## src/rtl/gpio_irq_pkg.sv

```systemverilog
package gpio_irq_pkg;

   localparam int unsigned BUS_W       = 32;
   localparam int unsigned WORD_ADDR_W = 4;
   localparam int unsigned MAX_LINES   = BUS_W;

   typedef enum logic [WORD_ADDR_W-1:0] {
      SEL_BYPASS = 4'd0,
      SEL_DIR    = 4'd1,
      SEL_OE     = 4'd2,
      SEL_OUT    = 4'd3,
      SEL_IN     = 4'd4,
      SEL_MASK   = 4'd5,
      SEL_UNMASK = 4'd6,
      SEL_MASKSET= 4'd7,
      SEL_STATUS = 4'd8,
      SEL_TYPE   = 4'd9,
      SEL_POL    = 4'd10,
      SEL_BOTH   = 4'd11
   } reg_sel_e;

   // One line's detection decision from its configuration and two samples.
   function automatic logic line_event(input logic is_level, input logic pol,
                                       input logic both, input logic cur,
                                       input logic prev);
      logic rise, fall;
      rise = cur & ~prev;
      fall = ~cur & prev;
      if (is_level)  return (cur == pol);
      else if (both) return rise | fall;
      else           return pol ? rise : fall;
   endfunction

endpackage

```

## src/rtl/gpio_sync.sv

```systemverilog
module gpio_sync #(
   parameter int unsigned W      = 32,
   parameter int unsigned STAGES = 2
) (
   input  logic         clk,
   input  logic         rst_n,
   input  logic [W-1:0] d,
   output logic [W-1:0] q
);

   initial begin
      assert (STAGES >= 2 && STAGES <= 4)
         else $error("gpio_sync: STAGES must be 2..4");
   end

   logic [W-1:0] stage_q [STAGES];

   for (genvar s = 0; s < STAGES; s++) begin : g_stage
      if (s == 0) begin : g_first
         always_ff @(posedge clk or negedge rst_n) begin
            if (!rst_n) stage_q[s] <= '0;
            else        stage_q[s] <= d;
         end
      end else begin : g_next
         always_ff @(posedge clk or negedge rst_n) begin
            if (!rst_n) stage_q[s] <= '0;
            else        stage_q[s] <= stage_q[s-1];
         end
      end
   end

   assign q = stage_q[STAGES-1];

endmodule

```

## src/rtl/gpio_evt_detect.sv

```systemverilog
module gpio_evt_detect
   import gpio_irq_pkg::*;
#(
   parameter int unsigned W = 32
) (
   input  logic         clk,
   input  logic         rst_n,
   input  logic [W-1:0] cur,
   input  logic [W-1:0] lvl_sel,
   input  logic [W-1:0] pol,
   input  logic [W-1:0] both,
   output logic [W-1:0] evt
);

   logic [W-1:0] prev_q;

   always_ff @(posedge clk or negedge rst_n) begin
      if (!rst_n) prev_q <= '0;
      else        prev_q <= cur;
   end

   for (genvar i = 0; i < W; i++) begin : g_line
      assign evt[i] = line_event(lvl_sel[i], pol[i], both[i], cur[i], prev_q[i]);
   end

   // an edge-mode event needs the sampled level to have moved
   a_r8_edge_needs_change: assert property (@(posedge clk) disable iff (!rst_n)
      ((evt & ~lvl_sel & ~(cur ^ prev_q)) == '0));

   // a level-mode event only while the level equals the polarity
   a_r7_level_matches_pol: assert property (@(posedge clk) disable iff (!rst_n)
      ((evt & lvl_sel & (cur ^ pol)) == '0));

endmodule

```

## src/rtl/gpio_pad_mux.sv

```systemverilog
module gpio_pad_mux #(
   parameter int unsigned W = 32
) (
   input  logic [W-1:0] bypass,
   input  logic [W-1:0] dir_in,
   input  logic [W-1:0] oe,
   input  logic [W-1:0] out,
   input  logic [W-1:0] alt_out,
   input  logic [W-1:0] alt_oe,
   output logic [W-1:0] pin_out,
   output logic [W-1:0] pin_oe
);

   for (genvar i = 0; i < W; i++) begin : g_pad
      always_comb begin
         if (bypass[i]) begin
            pin_out[i] = alt_out[i];
            pin_oe[i]  = alt_oe[i];
         end else begin
            pin_out[i] = out[i];
            pin_oe[i]  = oe[i] & ~dir_in[i];
         end
      end
   end

endmodule

```

## src/rtl/gpio_irq_ctrl.sv

```systemverilog
module gpio_irq_ctrl
   import gpio_irq_pkg::*;
#(
   parameter int unsigned N_LINES     = 32,
   parameter int unsigned SYNC_STAGES = 2
) (
   input  logic                   clk,
   input  logic                   rst_n,
   input  logic [WORD_ADDR_W-1:0] bus_addr,
   input  logic                   bus_wr,
   input  logic [BUS_W-1:0]       bus_wdata,
   input  logic                   bus_rd,
   output logic [BUS_W-1:0]       bus_rdata,
   input  logic [N_LINES-1:0]     pin_in,
   output logic [N_LINES-1:0]     pin_out,
   output logic [N_LINES-1:0]     pin_oe,
   input  logic [N_LINES-1:0]     alt_out,
   input  logic [N_LINES-1:0]     alt_oe,
   output logic                   irq
);

   localparam logic [N_LINES-1:0] ALL_LINES = '1;

   initial begin
      assert (N_LINES >= 1 && N_LINES <= MAX_LINES)
         else $error("gpio_irq_ctrl: N_LINES must be 1..32");
   end

   reg_sel_e           sel;
   logic [N_LINES-1:0] wdata_l;
   logic [N_LINES-1:0] bypass_q, dir_q, oe_q, out_q;
   logic [N_LINES-1:0] mask_q, type_q, pol_q, both_q, status_q;
   logic [N_LINES-1:0] sync_in, evt;
   logic [N_LINES-1:0] rd_line;
   logic [BUS_W-1:0]   rd_word;
   logic               stat_rd;

   assign sel     = reg_sel_e'(bus_addr);
   assign wdata_l = bus_wdata[N_LINES-1:0];
   assign stat_rd = bus_rd && (sel == SEL_STATUS);

   gpio_sync #(.W(N_LINES), .STAGES(SYNC_STAGES)) u_sync (
      .clk (clk), .rst_n (rst_n), .d (pin_in), .q (sync_in)
   );

   gpio_evt_detect #(.W(N_LINES)) u_detect (
      .clk (clk), .rst_n (rst_n), .cur (sync_in),
      .lvl_sel (type_q), .pol (pol_q), .both (both_q), .evt (evt)
   );

   gpio_pad_mux #(.W(N_LINES)) u_pads (
      .bypass (bypass_q), .dir_in (dir_q), .oe (oe_q), .out (out_q),
      .alt_out (alt_out), .alt_oe (alt_oe),
      .pin_out (pin_out), .pin_oe (pin_oe)
   );

   // configuration registers
   always_ff @(posedge clk or negedge rst_n) begin
      if (!rst_n) begin
         bypass_q <= '0;
         dir_q    <= ALL_LINES;
         oe_q     <= '0;
         out_q    <= '0;
         type_q   <= '0;
         pol_q    <= '0;
         both_q   <= '0;
      end else if (bus_wr) begin
         case (sel)
            SEL_BYPASS: bypass_q <= wdata_l;
            SEL_DIR:    dir_q    <= wdata_l;
            SEL_OE:     oe_q     <= wdata_l;
            SEL_OUT:    out_q    <= wdata_l;
            SEL_TYPE:   type_q   <= wdata_l;
            SEL_POL:    pol_q    <= wdata_l;
            SEL_BOTH:   both_q   <= wdata_l;
            default: ;
         endcase
      end
   end

   // mask: only the write-one registers move it
   always_ff @(posedge clk or negedge rst_n) begin
      if (!rst_n) begin
         mask_q <= ALL_LINES;
      end else if (bus_wr && sel == SEL_UNMASK) begin
         mask_q <= mask_q & ~wdata_l;
      end else if (bus_wr && sel == SEL_MASKSET) begin
         mask_q <= mask_q | wdata_l;
      end
   end

   // status: clear on read, same-cycle events survive
   always_ff @(posedge clk or negedge rst_n) begin
      if (!rst_n) status_q <= '0;
      else        status_q <= (stat_rd ? '0 : status_q) | evt;
   end

   always_comb begin
      case (sel)
         SEL_BYPASS: rd_line = bypass_q;
         SEL_DIR:    rd_line = dir_q;
         SEL_OE:     rd_line = oe_q;
         SEL_OUT:    rd_line = out_q;
         SEL_IN:     rd_line = sync_in;
         SEL_MASK:   rd_line = mask_q;
         SEL_STATUS: rd_line = status_q;
         SEL_TYPE:   rd_line = type_q;
         SEL_POL:    rd_line = pol_q;
         SEL_BOTH:   rd_line = both_q;
         default:    rd_line = '0;
      endcase
      rd_word = '0;
      rd_word[N_LINES-1:0] = rd_line;
   end

   always_ff @(posedge clk or negedge rst_n) begin
      if (!rst_n)      bus_rdata <= '0;
      else if (bus_rd) bus_rdata <= rd_word;
   end

   assign irq = |(status_q & ~mask_q);

   // unmask write clears every written-one mask bit
   a_r6_unmask_clears: assert property (@(posedge clk) disable iff (!rst_n)
      (bus_wr && sel == SEL_UNMASK) |=> ((mask_q & $past(wdata_l)) == '0));

   // mask-set write sets every written-one mask bit
   a_r6_maskset_sets: assert property (@(posedge clk) disable iff (!rst_n)
      (bus_wr && sel == SEL_MASKSET) |=> ((mask_q & $past(wdata_l)) == $past(wdata_l)));

   // no other access touches the mask
   a_r6_mask_held: assert property (@(posedge clk) disable iff (!rst_n)
      !(bus_wr && (sel == SEL_UNMASK || sel == SEL_MASKSET)) |=> $stable(mask_q));

   // after a status read only fresh events remain
   a_r9_read_clears: assert property (@(posedge clk) disable iff (!rst_n)
      stat_rd |=> ((status_q & ~$past(evt)) == '0));

   // an owned input line is never driven
   a_r3_input_not_driven: assert property (@(posedge clk) disable iff (!rst_n)
      ((~bypass_q & dir_q & pin_oe) == '0));

   // write-one registers read as zero
   a_r2_wo_reads_zero: assert property (@(posedge clk) disable iff (!rst_n)
      (bus_rd && (sel == SEL_UNMASK || sel == SEL_MASKSET)) |=> (bus_rdata == '0));

endmodule

```

## config.mk

```make
export PLATFORM = sky130hd
export DESIGN_NAME = gpio_irq_ctrl
export DESIGN_NICKNAME = d
export VERILOG_FILES = /design/src/rtl/gpio_irq_pkg.sv /design/src/rtl/gpio_sync.sv /design/src/rtl/gpio_evt_detect.sv /design/src/rtl/gpio_pad_mux.sv /design/src/rtl/gpio_irq_ctrl.sv
export SDC_FILE = /design/constraint.sdc
export NUM_CORES = 1
export LEC_CHECK = 0
export BUFFER_PORTS_ARGS = -buffer_cell sky130_fd_sc_hd__buf_4
export CORE_ASPECT_RATIO = 0.6
export CORE_MARGIN = 4
export CORE_UTILIZATION = 60
export CTS_BUF_LIST = sky130_fd_sc_hd__clkbuf_8
export DETAILED_ROUTE_END_ITERATION = 12
export PLACE_DENSITY = 0.82
export SYNTH_ARGS = -nofsm -noshare
export SYNTH_HDL_FRONTEND = slang
export SYNTH_SLANG_ARGS = --single-unit
```

## constraint.sdc

```tcl
create_clock -name clk -period 3.8 [get_ports clk]
set_input_delay 0.38 -clock clk [delete_from_list [all_inputs] [get_ports clk]]
set_output_delay 0.38 -clock clk [all_outputs]
set_load 0.02 [all_outputs]
```

=== Word-level counts from Yosys, hierarchy flattened ===
Cells that the tools add are included.

* Bits in registers: 416
* Input port bits: 136

* Equality and inequality tests: 43
* Mux-type cells: 164
* Bitwise operators: 230
* Reduce and logical (&&, ||, !) cells: 13

{| class="wikitable"
|+ Operators by type and width
! operator !! count
|-
| 32-bit case mux with 10 select lines || 1
|-
| 1-bit two-way mux || 160
|-
| 1-bit bitwise AND || 96
|-
| 32-bit two-way mux || 3
|-
| 1-bit NOT || 96
|-
| 32-bit bitwise AND || 2
|-
| 32-bit NOT || 2
|-
| 32-bit OR || 2
|-
| 1-bit == test || 32
|-
| 1-bit OR || 32
|-
| 32-bit OR reduction || 1
|-
| 4-bit by 3-bit == test with 1-bit output, second input constant || 4
|-
| 4-bit == test, second input constant || 4
|-
| 2-bit AND reduction || 7
|-
| 4-bit by 2-bit == test with 1-bit output, second input constant || 2
|-
| 4-bit by 1-bit == test with 1-bit output, second input constant || 1
|-
| 4-bit logical NOT || 1
|-
| 1-bit logical AND || 3
|-
| 2-bit nonzero test || 1
|}

=== Longest topological paths before layout ===
* Word-level depth: 6
* Gate-level depth with buffers: 8

=== Modules after synthesis ===
Synthesis repeated with hierarchy kept, for this count alone.

* Cells, all modules: 1798
* Area total of the unflattened synthesis: 21181.6 µm²

{| class="wikitable"
|+ Modules (own cells, without submodules)
! module !! times used !! cells each !! area an instance (µm²)
|-
| gpio_irq_ctrl || 1 || 1222 || 15336.0
|-
| gpio_evt_detect || 1 || 352 || 3042.9
|-
| gpio_sync || 1 || 96 || 1841.8
|-
| gpio_pad_mux || 1 || 128 || 960.9
|}

=== Least setup slack after synthesis ===
No wires, ideal clock.

* Path type: input to register
* Start: input bus_addr[2]
* End: register pol_q[10]
* Data arrival time: 1.546 ns
* Setup slack: 2.129 ns
* Stages: 6
* Path buffers: 2
* Cells stage by stage: buf_4 and2b_4 nand2_1 nor2_2 buf_4 mux2_2

* Word-level cells in the longest chain between the ends: 2

{| class="wikitable"
|+ Ends and longest elaborated chain
! element !! line !! RTL
|-
| start, declared || gpio_irq_ctrl.sv:9 || <nowiki>input logic [WORD_ADDR_W-1:0] bus_addr,</nowiki>
|-
| 4-bit == test || gpio_irq_ctrl.sv:68 || <nowiki>case (sel)</nowiki>
|-
| 2-bit AND reduction (no source line) || - ||
|-
| end signal, assigned || gpio_irq_ctrl.sv:74 || <nowiki>SEL_POL: pol_q <= wdata_l;</nowiki>
|-
| end, declared || gpio_irq_ctrl.sv:32 || <nowiki>logic [N_LINES-1:0] mask_q, type_q, pol_q, both_q, status_q;</nowiki>
|}

No other way between the ends.
A chain may end at the register's enable or synchronous reset.

==> metrics <==
CP top delay family=simple AND/OR/NAND/NOR gates; fin area=24000 µm²; remaining antenna violation count=0; Initial Util=61.2%; deepest clock path buffer count=3; CTS sink count=416; CP Cell Sequence=o22ai_1, nor4_1, nand4_1, buf_4; total of max-cap violations=0; htree depth=2; Leak=10.8 nW; Power Dens Cells=528 nW/µm²; Synth area leaders=dfrtp_1 (44%), mux2_2 (14%), dfstp_2 (8.4%); Overflow after GRT=0; DIE AREA=36400 µm²; CP max stage cell=dfstp_2; Filler Cell Count=2228; post-CTS setup buffers=0; Tightest Hold Check Type=in2reg; Worst EP arrival=2.17 ns; Synth top area share=44.0%; IO buf count=232; DR WL/cell=25.3 µm; r2r startpoint=u_sync.q[11]; post-synth cell types=51; Num CTS Buffers=58; FF-to-FF setup slack=2.16 ns; largest area contributor in the netlist=dfrtp_1; met3 routed WL=7890 µm; crit path buf inv count=1; data required time at the worst endpoint=3.42 ns; hpwl dp=42600 µm; largest net degree at the start of global routing=87; core area=32700 µm²; Top Layer Used=met4; Synth top cells by count=dfrtp_1 (352), mux2_2 (252), nand2_1 (125), inv_1 (104); Worst path max stage delay=0.56 ns; crit-path max FO=3; most used flip-flop cell after synthesis=dfrtp_1; count leader, synth=dfrtp_1; WL met2=27400 µm; total number of vias=15.8k; post-layout min period=2.55 ns; relative slew slack=38.2%; final hold violation count=0; GRT Resource Usage Total=33.8%; worst r2r dst=status_q[11]; r2r worst-path depth=6; Min Hold Slack=0.0279 ns; Yosys reg bits=416; Cells after Synth=1674; CTS tree=done; Max IR drop VDD=0.346 mV; Synth Warn #=0; initial antenna violation count=0; crit start category=register; first-pass GRT wire length=94600 µm; RSZ-0062 raised after global routing=false; Mapped Area=20000 µm²; clock root buffer=clkbuf_8; vias per cell=6.45; FFs w/ async S/R, synth=100%; Post-DP Area=22300 µm²; TritonRoute pass-1 iters=6; DR DRC count=0; CP Class=reg2out; Area growth syn-to-layout=19.8%; Fin Clk Skew=0.0257 ns; Stages on worst setup path=4; Fin Setup TNS=0 ns; Mapped Nets=1874; Reg clk slew, reported paths=0.08 ns; routability cong.=0.957; FP Rows=51; post-synthesis sequential area ratio=52.4%; Ports=233; Iter 0 DRT Violations=2177; Critical Path Sink Type=output pin; crit path to=irq; chip height=149 µm; # setup viols final=0; die outline width=244 µm; final WL=62200 µm; Syn Area/Cell=11.9 µm²; crit share post-route=67.1%; max frequency=392 MHz; vias in the first global route=15.9k; final net count=2158; status=complete, no violations; routed length on met1=24900 µm; Ant. Diodes=0; EDFF count, synth=0; Least-Margin Pin Slew=0.924 ns; clk_lat worst skew=0.64 ns; Final Max Tran Viols=0; layout cells sized above 1=35.1%
## cells in the final DEF (no fill, tap or decap), types with 8 or more instances in the layout
cell | synthesis | layout
dfrtp_1 | 352 | 352
buf_4 | 17 | 260
mux2_2 | 252 | 252
nand2_1 | 125 | 124
inv_1 | 104 | 120
clkbuf_8 | 0 | 84
o21ai_0 | 78 | 78
a22oi_1 | 78 | 78
a211oi_1 | 69 | 69
ha_1 | 64 | 64
dfstp_2 | 64 | 64
o22ai_1 | 48 | 48
mux2i_1 | 44 | 44
nor2b_1 | 40 | 39
a221o_1 | 36 | 36
nand2b_1 | 35 | 35
dlygate4sd3_1 | 0 | 34
xnor2_1 | 32 | 32
nor2_1 | 23 | 23
o2bb2ai_1 | 23 | 23
nor3_1 | 16 | 16
a22o_1 | 13 | 13
nand3_1 | 12 | 11
o21ai_1 | 11 | 11
buf_12 | 0 | 10
a21oi_1 | 8 | 8
o221ai_1 | 8 | 8
clkinv_2 | 0 | 8
## area by class of cell
| class | instances | area (µm²) | area share [%] |
|---|---|---|---|
| flip-flops and latches | 416 | 10500 | 43.8 |
| multi-input cells | 1072 | 8730 | 36.5 |
| repair buffers | 305 | 2510 | 10.5 |
| clock buffers | 84 | 1160 | 4.83 |
| well taps | 450 | 563 | 2.35 |
| inverters | 105 | 394 | 1.65 |
| clock inverters | 25 | 108 | 0.449 |
## repair_timing
action / 4_1_cts / 5_1_grt
resized for setup: 0 / 0
hold buffers: 34 / 0
endpoints found under the hold margin: 101 / 0
## report_power, final
part | leakage, nW | switching [W] | internal (W) | total, W
Combinational | 5.26 | 0.00133 | 0.00140 | 0.00273
Clock | 0.721 | 0.00177 | 0.00195 | 0.00372
Sequential | 4.86 | 0.000903 | 0.00529 | 0.00619
## tightest hold or removal path, stage by stage
cell	delay [ns]
buf_4	0.15
nand2_1	0.07
o21ai_0	0.07
## sequential cells by signal (all words and copies together) (netlist names), named ones only
| register | count |
|---|---|
| u_sync.stage_q | 32 |
| out_q | 32 |
| both_q | 32 |
| dir_q | 32 |
| status_q | 32 |
| u_detect.prev_q | 32 |
| bus_rdata | 32 |
| u_sync.q | 32 |
| type_q | 32 |
| bypass_q | 32 |
| oe_q | 32 |
| pol_q | 32 |
## worst min path at each step
| stage | startpoint | end | cells past startpoint |
|---|---|---|---|
| after floorplan | rst_n | both_q[0] | 0 |
| after global placement | u_sync.stage_q[37] | u_sync.q[5] | 0 |
| after detailed placement | u_sync.stage_q[33] | u_sync.q[1] | 0 |
| after CTS | bus_wdata[22] | register | 3 |
| after global routing | bus_wdata[26] | register | 3 |
| final | bus_wdata[22] | register | 3 |
## routing by layer
metal  track usage (%)  vias up
met5                 0        -
met4              11.3        0
met3              10.6      165
met2              50.6     1004
met1              47.4     7973
li1                  -     6700
## cell families (layout without fill, tap and decap cells)
kind of cell | after synthesis | count (layout) | synth area share, %
compound gates | 401 | 401 | 14.7
buf+inv | 186 | 519 | 4.10
flops | 416 | 416 | 52.4
simple gates | 274 | 274 | 6.72
fa+ha+maj | 64 | 64 | 4.00
xor+xnor | 32 | 32 | 1.40
mux | 301 | 301 | 16.7
## metrics by stage
step                util [%]  std cells  power [W]  worst slack (ns)
floorplan                  -       1674    0.00763              2.13
detailed placement      68.4       2314    0.00889              1.06
global route            73.3       2457     0.0132              1.25
CTS                     73.3       2457     0.0126              1.25
global placement        68.4       2314    0.00875              1.11
finish                  73.3       2457     0.0126              1.25
No activity file was read; power rests on OpenSTA's default activity.
